File: config.mk
export PLATFORM = sky130hd
export DESIGN_NAME = ea_sequencer
export DESIGN_NICKNAME = d
export VERILOG_FILES = /design/src/rtl/ea_sequencer.sv
export SDC_FILE = /design/constraint.sdc
export NUM_CORES = 1
export LEC_CHECK = 0
export ABC_AREA = 1
export ABC_CLOCK_PERIOD_IN_PS = 4000
export CORE_ASPECT_RATIO = 0.8
export CORE_MARGIN = 3
export CORE_UTILIZATION = 54
export CTS_CLUSTER_DIAMETER = 80
export CTS_CLUSTER_SIZE = 40
export DETAILED_ROUTE_END_ITERATION = 10
export DONT_BUFFER_PORTS = 1
export GPL_TIMING_DRIVEN = 0
export PLACE_DENSITY = 0.69
export SYNTH_ARGS = -nofsm -noshare
export SYNTH_HDL_FRONTEND = slang
export SYNTH_SLANG_ARGS = --single-unit
File: constraint.sdc
create_clock -name clk -period 4 [get_ports clk]
set_input_delay 0.2 -clock clk [delete_from_list [all_inputs] [get_ports clk]]
set_output_delay 0.2 -clock clk [all_outputs]
set_load 0.03 [all_outputs]
File: src/rtl/ea_sequencer.sv
module ea_sequencer #(
  parameter int DW = 8,
  localparam int AW = 2 * DW
) (
  input  logic          clk,
  input  logic          rst_n,
  input  logic          start,
  input  logic [3:0]    mode,
  input  logic [AW-1:0] pc_in,
  input  logic [DW-1:0] x_in,
  input  logic [DW-1:0] y_in,
  input  logic [DW-1:0] acc_in,
  output logic          rd_en,
  output logic [AW-1:0] rd_addr,
  input  logic [DW-1:0] rd_data,
  output logic          done,
  output logic          busy,
  output logic [DW-1:0] value,
  output logic [AW-1:0] ea,
  output logic [DW-1:0] rel_off,
  output logic [AW-1:0] pc_out,
  output logic          page_cross,
  output logic          bad_mode
);
  localparam logic [3:0] M_ACC = 4'd0, M_ABS = 4'd1, M_ABX = 4'd2, M_ABY = 4'd3,
                         M_IMM = 4'd4, M_IMP = 4'd5, M_IND = 4'd6, M_PRX = 4'd7,
                         M_PSY = 4'd8, M_REL = 4'd9, M_ZP  = 4'd10, M_ZPX = 4'd11,
                         M_ZPY = 4'd12;

  typedef enum logic [2:0] {S_IDLE, S_OP0, S_OP1, S_OP2, S_PLO, S_PHI, S_FIN} st_t;

  st_t           st;
  logic [3:0]    md;
  logic [AW-1:0] pc_q, ptr_q, ea_q;
  logic [DW-1:0] x_q, y_q, lo_q, val_q, off_q;
  logic          cross_q, err_q;

  wire two_byte = (md == M_ABS) || (md == M_ABX) || (md == M_ABY) || (md == M_IND);
  wire zp_ptr   = (md == M_PRX) || (md == M_PSY);

  wire [DW-1:0] zp_off = (md == M_PRX || md == M_ZPX) ? x_q :
                         (md == M_ZPY) ? y_q : '0;
  wire [DW-1:0] zp_sum = rd_data + zp_off;

  wire [DW-1:0] ix16    = (md == M_ABY || md == M_PSY) ? y_q : x_q;
  wire [AW-1:0] word_in = {rd_data, lo_q};
  wire [AW-1:0] idx_sum = word_in + {{DW{1'b0}}, ix16};
  wire          crossed = idx_sum[AW-1:DW] != rd_data;

  wire [AW-1:0] ptr_next = (md == M_IND) ? ptr_q + AW'(1)
                                         : {{DW{1'b0}}, ptr_q[DW-1:0] + DW'(1)};

  always_comb begin
    rd_en   = 1'b0;
    rd_addr = '0;
    case (st)
      S_OP0: begin
        rd_en   = 1'b1;
        rd_addr = pc_q;
      end
      S_OP1: begin
        if (two_byte) begin
          rd_en   = 1'b1;
          rd_addr = pc_q;
        end else if (zp_ptr) begin
          rd_en   = 1'b1;
          rd_addr = {{DW{1'b0}}, zp_sum};
        end
      end
      S_OP2: begin
        if (md == M_IND) begin
          rd_en   = 1'b1;
          rd_addr = word_in;
        end
      end
      S_PLO: begin
        rd_en   = 1'b1;
        rd_addr = ptr_next;
      end
      default: ;
    endcase
  end

  always_ff @(posedge clk or negedge rst_n) begin
    if (!rst_n) begin
      st      <= S_IDLE;
      md      <= M_ACC;
      pc_q    <= '0;
      ptr_q   <= '0;
      ea_q    <= '0;
      x_q     <= '0;
      y_q     <= '0;
      lo_q    <= '0;
      val_q   <= '0;
      off_q   <= '0;
      cross_q <= 1'b0;
      err_q   <= 1'b0;
    end else begin
      case (st)
        S_IDLE: if (start) begin
          md      <= mode;
          pc_q    <= pc_in;
          x_q     <= x_in;
          y_q     <= y_in;
          ea_q    <= '0;
          val_q   <= '0;
          off_q   <= '0;
          cross_q <= 1'b0;
          err_q   <= 1'b0;
          if (mode > M_ZPY) begin
            err_q <= 1'b1;
            st    <= S_FIN;
          end else if (mode == M_ACC) begin
            val_q <= acc_in;
            st    <= S_FIN;
          end else if (mode == M_IMP) begin
            st <= S_FIN;
          end else begin
            st <= S_OP0;
          end
        end
        S_OP0: begin
          pc_q <= pc_q + AW'(1);
          st   <= S_OP1;
        end
        S_OP1: begin
          lo_q <= rd_data;
          if (two_byte) begin
            pc_q <= pc_q + AW'(1);
            st   <= S_OP2;
          end else if (zp_ptr) begin
            ptr_q <= {{DW{1'b0}}, zp_sum};
            st    <= S_PLO;
          end else begin
            case (md)
              M_IMM:   val_q <= rd_data;
              M_REL:   off_q <= rd_data;
              default: ea_q  <= {{DW{1'b0}}, zp_sum};
            endcase
            st <= S_FIN;
          end
        end
        S_OP2: begin
          if (md == M_IND) begin
            ptr_q <= word_in;
            st    <= S_PLO;
          end else begin
            if (md == M_ABS) begin
              ea_q <= word_in;
            end else begin
              ea_q    <= idx_sum;
              cross_q <= crossed;
            end
            st <= S_FIN;
          end
        end
        S_PLO: begin
          lo_q <= rd_data;
          st   <= S_PHI;
        end
        S_PHI: begin
          if (md == M_PSY) begin
            ea_q    <= idx_sum;
            cross_q <= crossed;
          end else begin
            ea_q <= word_in;
          end
          st <= S_FIN;
        end
        default: st <= S_IDLE;
      endcase
    end
  end

  assign done       = (st == S_FIN);
  assign busy       = (st != S_IDLE);
  assign value      = val_q;
  assign ea         = ea_q;
  assign rel_off    = off_q;
  assign pc_out     = pc_q;
  assign page_cross = cross_q;
  assign bad_mode   = err_q;
endmodule


==> flow_summary.yaml <==
floorplanning:
  dieArea_mm2: 0.0140
  die_h_um: 106
  initial_core_util: 0.570
  ios: 124
  core_mm2: 0.0119
  die_w_um: 131
  rows: 35
pwr:
  power_density_mw_per_mm2: 954
  ir_drop_uv: 651
  leakage_nw: 3.62
logic_synthesis:
  yosys_most_used_dff: "dfrtp_1"
  synth_top_area_share: 0.357
  synth_top_area_cell: "dfrtp_1"
  synthArstFlopShare: 1.00
  synthTopCellsByArea: "dfrtp_1, nand2_1, inv_1, nand3_1, o21ai_0"
  ys_seq_area_frac: 0.357
  syn_avg_cell_area_um2: 7.04
  ys_warn_count: 0
  synthesis.nets: 1042
  syn_area_mm2: 0.00679
  ys_ff_latch: 97
  synth_edf_count: 0
  ys_types: 48
  syn_inst: 965
global_routing:
  grt_usage: 0.323
  grt_overflow: 0
  grt_use_met1: 0.449
  antenna_found_initial: 0
  grtUsageMet3: 0.0993
  met2_usage: 0.496
  grt_pass1_vias: 6484
  grt_busiest_layer: "met2"
  grt_max_degree: 98
  grt_pass1_wl_um: 35600
finish:
  syn2layout_area_growth_pct: 11.3
  nets: 1076
  insertedDiodeCount: 0
  drive_above_1_share: 0.0797
sta:
  worst_slack_ps: 320
  skew_ps: 6.66
  max_freq_mhz: 272
  rsz0062_at_grt: "no"
  fin_crit_sh: 0.920
  final-hold-violation-count: 0
  slew_viol_final: 0
  min_period_ps: 3680
  worst_slew_pin_slew_ps: 1090
  fin_tns_setup_ps: 0
  holdWs_ps: 7.34
  setup_violations: 0
  slew-limit-headroom: 0.266
cts:
  cts_tree: "built"
  cts_sinks: 97
  clockRootBuffer: "clkbuf_16"
  htreeDepth: 3
  cts_setup_buffers: 0
  ctsHoldBuffers: 23
  cts_resized: 0
  clkTransAtPathRegs_ps: 70
  cts-buffers-inserted: 9
  clk_latency_ps: 350
  clock_path_buffers: 2
run_status:
  status: "finished, final reports clean"
critical_path:
  worstPathCellList: "nor2_2, nand3_1, o22ai_1, ha_1, inv_1, fa_1, inv_1, nand3_1, nand2_1, xnor2_1, o2111ai_1"
  cp.required_ps: 3800
  ff2ff_setup_slack_ps: 510
  cp_top_family: "compound AO/OA/AOI/OAI gates"
  critPathMaxFanout: 7
  end_kind: "output pin"
  critPathKind: "reg2out"
  cp.arrival_ps: 3480
  cp_slowest_stage_delay_ps: 720
  cp_slowest_cell: "o2111ai_1"
  startpoint_type: "register"
  cp_num_buf_inv: 2
route:
  ant_nets: 0
  drcViolationCount: 0
  vias: 7008
  firstDrtPassIters: 6
  wirelength_um: 22600
  drtIter0Drc: 661
  vias_per_cell: 5.99
  wl_per_cell_um: 19.3
placed_design:
  post-place-ws_ps: 621
  dp_hpwl_um: 16700
  portBuffers: 0
  routabilityCongestion: 0.989
run:
  cap_violations: 0
hold_path:
  hold_path.class: "in2reg"
## report_power, final
group          total [mW]  internal, mW  switching (mW)
Sequential           2.38          1.45           0.930
Combinational        3.91          1.19            2.72
Clock               0.920         0.524           0.396
Total                7.21          3.16            4.05
## cells by family (layout without fill, tap and decap cells)
kind of cell | after synthesis | count (layout) | share of synthesized area
AND/OR/NAND/NOR | 504 | 504 | 0.335
flip-flops | 97 | 97 | 0.357
multiplexers | 2 | 2 | 0.00332
adder cells (fa/ha/maj) | 22 | 22 | 0.0427
XOR/XNOR | 9 | 9 | 0.0116
buffers and inverters | 157 | 196 | 0.0971
AO/OA/AOI/OAI | 174 | 174 | 0.153
## registers in the layout (all words and copies together) (netlist names)
register and count:
st 3, page_cross 1, y_q 8, ptr_q 16, rel_off 8, md 4
lo_q 8, pc_out 16, bad_mode 1, ea 16, value 8, x_q 8
## cell type report
cell class | instances | area [um2]
tap | 166 | 208
sequential | 97 | 2430
clock inverter | 5 | 61.3
clock buffer | 11 | 253
buffer | 31 | 176
fill | 1075 | 4350
multi-input combinational | 711 | 3700
inverter | 126 | 483
timing repair buffer | 23 | 248
## routing by layer
layer / vias to the layer above / share of wire
met3: 45 / 0.12
met1: 3268 / 0.43
met4: 0 / 0.019
li1: 3284 / -
met2: 411 / 0.43
met5: - / 0
## stage by stage
step / utilization / instance area [um2] / cells / total power [mW]
after detailed placement: 0.588 / 7000 / 1131 / 6.14
after CTS: 0.635 / 7560 / 1170 / 7.12
after global routing: 0.635 / 7560 / 1170 / 7.74
final: 0.635 / 7560 / 1170 / 7.21
after global placement: 0.588 / 7000 / 1131 / 6.02
after floorplan: - / 6790 / 965 / 5.14
## final timing paths
check	to	from	cells after the start
max	rd_addr[4]	md[1]	11
min	lo_q[4]	rd_data[4]	1
max reg2reg	ea[10]	md[1]	16
min reg2reg	y_q[7]	y_q[7]	2
max in group asynchronous	y_q[4]	rst_n	2
min in group asynchronous	rel_off[2]	rst_n	2
## Yosys cell counts, types with 18 or more instances
cell type    n
nand2_1    274
inv_1      115
dfrtp_1     97
nand3_1     77
o21ai_0     75
nor2_1      69
nand4_1     35
a21oi_1     29
ha_1        20
o211ai_1    19
nor3_1      18
## layout by cell type, fill, tap and decap left out, types with 18 or more instances in the layout
master and instances:
nand3_1 77, ha_1 20, dlygate4sd3_1 22, nor2_1 69, dfrtp_1 97, inv_1 115, nand4_1 35, o211ai_1 19
a21oi_1 29, nand2_1 274, nor3_1 18, o21ai_0 75
## worst register-to-register path: stages, from the launching register on
cell and delay (ps):
dfrtp_1 470, nor2_2 240, nand2_1 180, o21ai_1 380, buf_2 320, o21ai_0 160, ha_1 250, fa_1 410
nand3_1 110, nand2_1 110, nand2_1 80, nand2_1 190, nand3_1 170, nand2_1 60, o21ai_0 170, nand2_1 70
nand2_1 50
Power figures use the tool's default switching activity.
